`config.mk`:
```
export PLATFORM = sky130hd
export DESIGN_NAME = mixreg_csr
export DESIGN_NICKNAME = d
export VERILOG_FILES = /design/src/rtl/mixreg_csr_pkg.sv /design/src/rtl/mixreg_csr_decode.sv /design/src/rtl/mixreg_csr_ctrl.sv /design/src/rtl/mixreg_csr.sv
export SDC_FILE = /design/constraint.sdc
export NUM_CORES = 1
export LEC_CHECK = 0
export BUFFER_PORTS_ARGS = -buffer_cell sky130_fd_sc_hd__buf_2
export CELL_PAD_IN_SITES_DETAIL_PLACEMENT = 1
export CELL_PAD_IN_SITES_GLOBAL_PLACEMENT = 1
export CORE_MARGIN = 4
export CORE_UTILIZATION = 39
export CTS_CLUSTER_DIAMETER = 60
export CTS_CLUSTER_SIZE = 30
export DETAILED_ROUTE_END_ITERATION = 6
export PLACE_DENSITY_LB_ADDON = 0.05
export SYNTH_ARGS = -nofsm -noshare
export SYNTH_HDL_FRONTEND = slang
export SYNTH_SLANG_ARGS = --single-unit
```
`constraint.sdc`:
```
create_clock -name clk -period 2.2 [get_ports clk]
set_input_delay 0.33 -clock clk [delete_from_list [all_inputs] [get_ports clk]]
set_output_delay 0.33 -clock clk [all_outputs]
set_load 0.1 [all_outputs]
```
`src/rtl/mixreg_csr_pkg.sv`:
```
package mixreg_csr_pkg;
    localparam int WORD_W = 32;
    localparam int HALF_W = WORD_W / 2;

    typedef struct packed {
        logic [HALF_W-1:0] ctrl;
        logic [HALF_W-1:0] stat;
        logic [WORD_W-1:0] rdata;
        logic              rvalid;
    } csr_state_t;
endpackage

```
`src/rtl/mixreg_csr_decode.sv`:
```
module mixreg_csr_decode #(
    parameter int ADDR_W     = 12,
    parameter int LSB_SKIP   = 2,
    parameter logic [ADDR_W-1:0] REG_OFFSET = 12'h040
) (
    input  logic [ADDR_W-1:0] addr,
    input  logic              wr,
    input  logic              rd,
    output logic              wr_hit,
    output logic              rd_hit
);
    logic match;

    generate
        if (LSB_SKIP > 0) begin : g_word
            assign match = (addr[ADDR_W-1:LSB_SKIP] == REG_OFFSET[ADDR_W-1:LSB_SKIP]);
        end else begin : g_byte
            assign match = (addr == REG_OFFSET);
        end
    endgenerate

    assign wr_hit = wr & match;
    assign rd_hit = rd & match;
endmodule

```
`src/rtl/mixreg_csr_ctrl.sv`:
```
module mixreg_csr_ctrl #(
    parameter int HALF_W    = 16,
    parameter int READY_BIT = 15
) (
    input  logic [HALF_W-1:0] ctrl_q,
    input  logic              wr_hit,
    input  logic [HALF_W-1:0] wdata_lo,
    input  logic              ack,
    output logic [HALF_W-1:0] ctrl_d
);
    always_comb begin
        ctrl_d = ctrl_q;
        if (wr_hit) begin
            // CPU write decides every bit, the flag included.
            ctrl_d = wdata_lo;
        end else if (ack) begin
            ctrl_d[READY_BIT] = 1'b0;
        end
    end
endmodule

```
`src/rtl/mixreg_csr.sv`:
```
module mixreg_csr
    import mixreg_csr_pkg::*;
#(
    parameter int ADDR_W    = 12,
    parameter int LSB_SKIP  = 2,
    parameter logic [ADDR_W-1:0] REG_OFFSET = 12'h040,
    parameter int READY_BIT = HALF_W - 1
) (
    input  logic              clk,
    input  logic              rst,
    input  logic [ADDR_W-1:0] cpu_addr,
    input  logic              cpu_wr,
    input  logic [WORD_W-1:0] cpu_wdata,
    input  logic              cpu_rd,
    output logic [WORD_W-1:0] cpu_rdata,
    output logic              cpu_rvalid,
    input  logic [HALF_W-1:0] fab_status,
    input  logic              fab_ack,
    output logic [HALF_W-1:0] fab_ctrl,
    output logic              fab_ready
);
    csr_state_t        state_d, state_q;
    logic              wr_hit, rd_hit;
    logic [HALF_W-1:0] ctrl_next;

    mixreg_csr_decode #(
        .ADDR_W    (ADDR_W),
        .LSB_SKIP  (LSB_SKIP),
        .REG_OFFSET(REG_OFFSET)
    ) u_decode (
        .addr  (cpu_addr),
        .wr    (cpu_wr),
        .rd    (cpu_rd),
        .wr_hit(wr_hit),
        .rd_hit(rd_hit)
    );

    // Only the low half of the write word reaches storage.
    mixreg_csr_ctrl #(
        .HALF_W   (HALF_W),
        .READY_BIT(READY_BIT)
    ) u_ctrl (
        .ctrl_q  (state_q.ctrl),
        .wr_hit  (wr_hit),
        .wdata_lo(cpu_wdata[HALF_W-1:0]),
        .ack     (fab_ack),
        .ctrl_d  (ctrl_next)
    );

    always_comb begin
        state_d        = state_q;
        state_d.ctrl   = ctrl_next;
        state_d.stat   = fab_status;
        state_d.rvalid = rd_hit;
        if (rd_hit) begin
            state_d.rdata = {state_q.stat, state_q.ctrl};
        end
    end

    always_ff @(posedge clk) begin
        if (rst) begin
            state_q <= '0;
        end else begin
            state_q <= state_d;
        end
    end

    assign cpu_rdata  = state_q.rdata;
    assign cpu_rvalid = state_q.rvalid;
    assign fab_ctrl   = state_q.ctrl;
    assign fab_ready  = state_q.ctrl[READY_BIT];
endmodule

```
# == Word-level counts from Yosys, hierarchy flattened ==
# Cells that the tools add are included.
# totals
regBits,65
word_cells,11
# op_classes
n_mux,2
n_eq_ne,1
reduce_logical,1
bitwise_logic,2
# ops
cell,count
== test 10 x 5 -> 1 bit (second input constant),1
bitwise AND 1 bit,2
2-to-1 mux 1 bit,2
nonzero test 2 bit,1

# == Logic depth before layout (Yosys ltp) ==
# Gate-level depths: netlist of run 1.
# logic_depth
ltp_word,3
depth_mapped,5

# == By module ==
# Synthesis of run 1 repeated with hierarchy kept, for this count alone.
# unflattened
cells_unflattened,248
hier_area_um2,2706.3
# modules_own_cells
module,instances,seq_area_each_um2,cells_each,area_each_um2
mixreg_csr,1,1301.2,221,2413.6
mixreg_csr_ctrl,1,0.0,20,249.0
mixreg_csr_decode,1,0.0,7,43.8

# == Worst setup path after synthesis of run 1 ==
# No wires, ideal clock.
# synth_path
path_type,register to output
start,register state_q (netlist bit fab_ctrl[15])
end,output port fab_ctrl[15]
path_stages_with_launch,2
setup_slack_ns,0.479
t_arrival_ns,1.391
required_time_ns,1.870
path_cell_list,dfxtp_1 -> buf_4
# synth_lines
item,line_no,text
start: declaration,mixreg_csr.sv:22,"csr_state_t state_d, state_q;"
start signal: assignment,mixreg_csr.sv:64,state_q <= state_d;
end: declaration,mixreg_csr.sv:19,"output logic [HALF_W-1:0] fab_ctrl,"
# No word-level cell between the ends.

# == Final worst setup path of run 1 ==
# layout_path
start,register state_q (netlist bit fab_ctrl[15])
end,output port fab_ready
# layout_lines
item,line_no,text
end: declaration,mixreg_csr.sv:20,output logic fab_ready
# No word-level cell between the ends.

==> flow_metrics.env, run 1 <==
export IMPL_synth_area_mm2=0.00297
export IMPL_insertion_delay_ns=0.34
export IMPL_powerDensity_mw_per_mm2=784
export IMPL_hold_viol=0
export IMPL_post_route_util_pct=46.2
export IMPL_power_leakage_nw=1.41
export IMPL_htree_num_levels=3
export IMPL_drtAntennaViolNets=0
export IMPL_synth_net_count=347
export IMPL_hold_path_class="input port to flop"
export IMPL_critPathKind="flop to primary output"
export IMPL_antenna_found_initial=0
export IMPL_num_io_pins=115
export IMPL_grt_pass1_wl_um=8910
export IMPL_critPathBufInv=1
export IMPL_seq_area_frac_synth_pct=43.8
export IMPL_drt_initial_drc_count=51
export IMPL_firstDrtPassIters=3
export IMPL_wl_met1_um=2360
export IMPL_synth_top_family_by_area="simple AND/OR/NAND/NOR gates"
export IMPL_fin_nets=393
export IMPL_crit_slowest_cell="buf_2"
export IMPL_fin_crit_sh_pct=67.2
export IMPL_die_w_um=95.3
export IMPL_critPathMaxStageDelay_ns=0.44
export IMPL_grt_pass1_vias=1856
export IMPL_cts_setup_buffers=0
export IMPL_drt_wirelength_per_cell_um=12.6
export IMPL_synth_warnings=0
export IMPL_syn2layout_area_growth_pct=14.1
export IMPL_switching_power_mw=0.526
export IMPL_post_cts_resized=0
export IMPL_grt_use_total_pct=13.1
export IMPL_crit_family="buffers and inverters"
export IMPL_arrival_ns=1.15
export IMPL_tightest_slew_ns=0.505
export IMPL_worstPathCellList="buf_2"
export IMPL_outcome="finished clean"
export IMPL_synth_seq_cells=65
export IMPL_cts_buffers=9
export IMPL_slew_headroom_pct=66.5
export IMPL_floorplan_rows=31
export IMPL_combPwrFrac_pct=4.4
export IMPL_cts_tree="done"
export IMPL_cts_sinks=65
export IMPL_fin_crit_ns=1.48
export IMPL_portBuffers=96
export IMPL_synth_mux_area_share_pct=16.2
export IMPL_grt_max_degree=99
export IMPL_seqCellArea_mm2=0.00130
export IMPL_finalSetupViolCount=0
export IMPL_core_region_area_mm2=0.00733
export IMPL_rsz0062_at_grt="no"
export IMPL_cp_max_fo=4
export IMPL_p_int_mw=2.13
export IMPL_dieArea_mm2=0.00907
export IMPL_finalSetupTns_ns=0
export IMPL_vias_per_cell=4.33
export IMPL_top_layer="met4"
export IMPL_switching_share_pct=19.8
export IMPL_fill_cells=848
export IMPL_clkTransAtPathRegs_ns=0.08
export IMPL_irDropWorstVdd_uv=279
export IMPL_postCtsHoldBufs=0
export IMPL_drc_errors=0
export IMPL_drv_cap=0
export IMPL_diodes=0
export IMPL_synthAdderAreaFrac_pct=0
export IMPL_gp_congestion=0.642
export IMPL_wl_met3_um=426
export IMPL_sequentialPowerShare_pct=45.0
export IMPL_dp_hpwl_um=3690
export IMPL_syn_inst=282
export IMPL_die_h_um=95.3
export IMPL_clock_fmax_mhz=676
export IMPL_initial_core_util_pct=40.5
export IMPL_synth_compound_area_share_pct=0
export IMPL_postRouteWirelength_um=5430
export IMPL_drive_above_1_share_pct=35.4
export IMPL_wl_met2_um=2520
export IMPL_clock_root_buffer="clkbuf_8"
export IMPL_cts_buffer_depth=2
export IMPL_pwr_share_clk_pct=50.7
export IMPL_multiInputGateArea_mm2=0.00117
export IMPL_grt_ovfl_total=0
export IMPL_drv_slew=0
export IMPL_worst_clock_skew_ns=0.00474
export IMPL_via_count=1871
export IMPL_synth_cell_types=15
export IMPL_startpoint_type="flop"
export IMPL_synthXorXnorAreaFrac_pct=0
export IMPL_crit_required_ns=1.87
export IMPL_yosys_area_share_simple_pct=23.1
export IMPL_endpoint_kind="primary output"
export IMPL_syn_area_per_cell_um2=10.5
-- registers in the layout, summed over array words and instances, names as in the netlist --
| register | flops |
|---|---|
| fab_ctrl | 16 |
| cpu_rdata | 32 |
| state_q | 16 |
| cpu_rvalid | 1 |
-- cell usage after synthesis (all sizes together) --
cell type   n  share of area (%)
mux2i      48                 16
buf        54                 16
nor4        1               0.72
nand2       1               0.13
clkbuf     10                1.3
nand2b     80                 17
dfxtp      65                 44
nor3b       1               0.25
nor2b      16                3.4
and4        2               0.59
nor4b       1               0.80
nand3       1               0.17
nor2        2               0.25
-- routing by layer --
metal	vias up	track usage [%]
li1	942	-
met1	856	15.4
met2	63	19.8
met3	10	4.97
met4	0	8.29
met5	-	0
-- power groups by stage --
stage / clock network, mW / registers [mW] / logic [mW]
final: 1.35 / 1.19 / 0.116
after floorplan: 0 / 1.22 / 0.0636
after CTS: 1.39 / 1.19 / 0.120
after global placement: 0 / 1.22 / 0.117
after detailed placement: 0 / 1.22 / 0.119
after global routing: 1.45 / 1.20 / 0.131
-- path summary, 6_finish.rpt --
check / slack (ns) / to / cells after the start / start
max: 0.72 / fab_ready / 1 / fab_ctrl[15]$_SDFFE_PP0P_
min: 0.19 / state_q[42]$_SDFF_PP0_ / 2 / fab_status[9]
max reg2reg: 1.58 / cpu_rdata[15]$_SDFFE_PP0P_ / 2 / fab_ctrl[15]$_SDFFE_PP0P_
min reg2reg: 0.45 / cpu_rdata[19]$_SDFFE_PP0P_ / 2 / state_q[36]$_SDFF_PP0_
-- cell type report --
class                   count  area share [%]
clock inverters             7            4.17
flip-flops and latches     65            38.4
repair buffers             99            15.6
well taps                  99            3.66
multi-input cells         153            34.5
clock buffers               9            3.66
-- stage by stage --
stage               total power [mW]  setup slack (ns)  hold slack (ns)  instance area, um^2  cells
floorplan                       1.29             0.479            0.438                 2970    282
global placement                1.34             0.611            0.442                 3120    416
detailed placement              1.34             0.538            0.451                 3120    416
CTS                             2.71             0.685            0.175                 3390    432
global route                    2.78             0.638            0.171                 3390    432
finish                          2.66             0.721            0.193                 3390    432
-- kinds of logic (layout without fill, tap and decap cells) --
kind of cell | count (synthesis) | count (layout)
muxes | 48 | 48
DFF | 65 | 65
and+or+nand+nor | 105 | 105
buffers and inverters | 64 | 115
-- cells in the final DEF (no fill, tap or decap), drive strengths merged --
| cell type | instances |
|---|---|
| mux2i | 48 |
| bufinv | 4 |
| nand2 | 1 |
| nor3b | 1 |
| clkinvlp | 1 |
| nor4b | 1 |
| buf | 99 |
| nand3 | 1 |
| dfxtp | 65 |
| nor4 | 1 |
| inv | 1 |
| nor2b | 16 |
| and4 | 2 |
| nand2b | 80 |
| clkbuf | 9 |
| nor2 | 2 |
| clkinv | 1 |
-- worst reg2reg max path, stage by stage (launching register included) --
cell,delay [ns]
dfxtp_1,0.37
nand2b_1,0.07
mux2i_1,0.12
(Power assumes the default switching activity.)
==> inputs of run 2 (changes only) <==
Settings changed: CORE_UTILIZATION 39 to 36.
Clock period 2.2 ns to 1.4 ns, I/O delays scaled along.
==> flow_metrics.env, run 2 (synthesis results as in run 1) <==
export IMPL_drt_initial_drc_count=17
export IMPL_grt_use_total_pct=12.1
export IMPL_postRouteWirelength_um=5610
export IMPL_clock_root_buffer="clkbuf_8"
export IMPL_cts_buffers=9
export IMPL_drc_errors=0
export IMPL_drv_cap=0
export IMPL_hold_viol=0
export IMPL_critPathMaxStageDelay_ns=0.43
export IMPL_post_route_util_pct=43.2
export IMPL_clock_fmax_mhz=754
export IMPL_postCtsHoldBufs=0
export IMPL_slew_headroom_pct=66.6
export IMPL_floorplan_rows=32
export IMPL_tightest_slew_ns=0.504
export IMPL_via_count=1886
export IMPL_insertion_delay_ns=0.33
export IMPL_worst_clock_skew_ns=0.00628
export IMPL_drt_wirelength_per_cell_um=12.8
export IMPL_power_leakage_nw=1.42
export IMPL_power_mw=3.56
export IMPL_crit_family="buffers and inverters"
export IMPL_initial_core_util_pct=37.6
export IMPL_syn2layout_area_growth_pct=14.7
export IMPL_dieArea_mm2=0.00976
export IMPL_core_region_area_mm2=0.00789
export IMPL_pre_cts_ws_ns=-0.0973
export IMPL_crit_required_ns=1.19
export IMPL_cts_buffer_depth=2
export IMPL_largest_reg_flops=32
export IMPL_crit_slowest_cell="buf_2"
export IMPL_timing_final_ws_setup_ns=0.0744
export IMPL_fin_nets=398
export IMPL_r2r_setup_slack_ns=0.76
export IMPL_die_w_um=98.8
export IMPL_num_io_pins=115
export IMPL_dp_hpwl_um=4070
export IMPL_drv_slew=0
export IMPL_fill_cells=924
export IMPL_critPathKind="flop to primary output"
export IMPL_die_h_um=98.8
export IMPL_outcome="finished clean"
export IMPL_grt_pass1_wl_um=9380
export IMPL_grt_max_degree=41
export IMPL_seqCellArea_mm2=0.00130
export IMPL_firstDrtPassIters=4
export IMPL_grt_pass1_vias=2000
export IMPL_finalSetupViolCount=0
export IMPL_cp_max_fo=4
export IMPL_clkTransAtPathRegs_ns=0.07
export IMPL_grt_ovfl_total=0
export IMPL_mostFrequentLayoutCells="buf_2, nand2b_1, dfxtp_1, mux2i_1, nor2b_1"
export IMPL_irDropWorstVdd_uv=430
export IMPL_startpoint_type="flop"
export IMPL_hold_path_class="input port to flop"
export IMPL_drive_above_1_share_pct=36.7
export IMPL_rsz0062_at_grt="no"
export IMPL_hold_ws_ns=0.0871
export IMPL_powerDensity_mw_per_mm2=1050
export IMPL_worstPathCellList="buf_2"
export IMPL_cts_setup_buffers=0
export IMPL_final_common_cell="buf_2"
export IMPL_fin_crit_sh_pct=94.7
export IMPL_vias_per_cell=4.29
export IMPL_post_cts_resized=0
export IMPL_fin_crit_ns=1.33
export IMPL_diodes=0
export IMPL_arrival_ns=1.12
export IMPL_gp_congestion=0.620
export IMPL_portBuffers=96
export IMPL_antenna_found_initial=0
export IMPL_multiInputGateArea_mm2=0.00117
export IMPL_drtAntennaViolNets=0
export IMPL_critPathBufInv=1
export IMPL_htree_num_levels=3
export IMPL_endpoint_kind="primary output"
export IMPL_cts_tree="done"
export IMPL_cts_sinks=65
run 2: cell types whose count changed in the layout (fill, tap and decap cells not counted):
cell | previous run | this run
inv_6 | 1 | 0
clkinv_2 | 1 | 2
clkinv_4 | 0 | 1
dfxtp_1 | 65 | 64
buf_4 | 1 | 2
clkbuf_8 | 9 | 12
bufinv_16 | 4 | 0
buf_12 | 2 | 6
dfxtp_2 | 0 | 1
run 2: path summary, 6_finish.rpt:
path / end / depth (start not counted) / from
max: fab_ready / 1 / fab_ctrl[15]$_SDFFE_PP0P_
min: state_q[42]$_SDFF_PP0_ / 2 / fab_status[9]
max reg2reg: cpu_rdata[11]$_SDFFE_PP0P_ / 2 / fab_ctrl[11]$_SDFFE_PP0P_
min reg2reg: cpu_rdata[16]$_SDFFE_PP0P_ / 2 / state_q[33]$_SDFF_PP0_
run 2: area by class of cell:
| class | instances | share of cell area (%) |
|---|---|---|
| flip-flops and latches | 65 | 38.2 |
| multi-input cells | 153 | 34.3 |
| repair buffers | 104 | 18.1 |
| clock buffers | 12 | 4.85 |
| clock inverters | 4 | 0.771 |
| well taps | 102 | 3.75 |
run 2: where the power goes:
group	switching, mW	internal (mW)	leakage [nW]
logic	0.0761	0.120	0.798
registers	0.00600	1.87	0.528
clock network	0.702	0.785	0.0984
run 2: stage by stage:
stage                     instance area [um^2]  setup TNS (ns)  std cells
final                                     3410               0        440
after global routing                      3410               0        440
after CTS                                 3410               0        440
after floorplan                           2970               0        282
after detailed placement                  3210           -1.93        424
after global placement                    3210           -1.63        424
run 2: metal layers:
layer | part of all wire (%) | global-route usage, %
met1 | 44 | 14.6
met5 | 0 | 0
met2 | 47 | 19.1
met3 | 7.3 | 4.10
met4 | 1.2 | 5.99
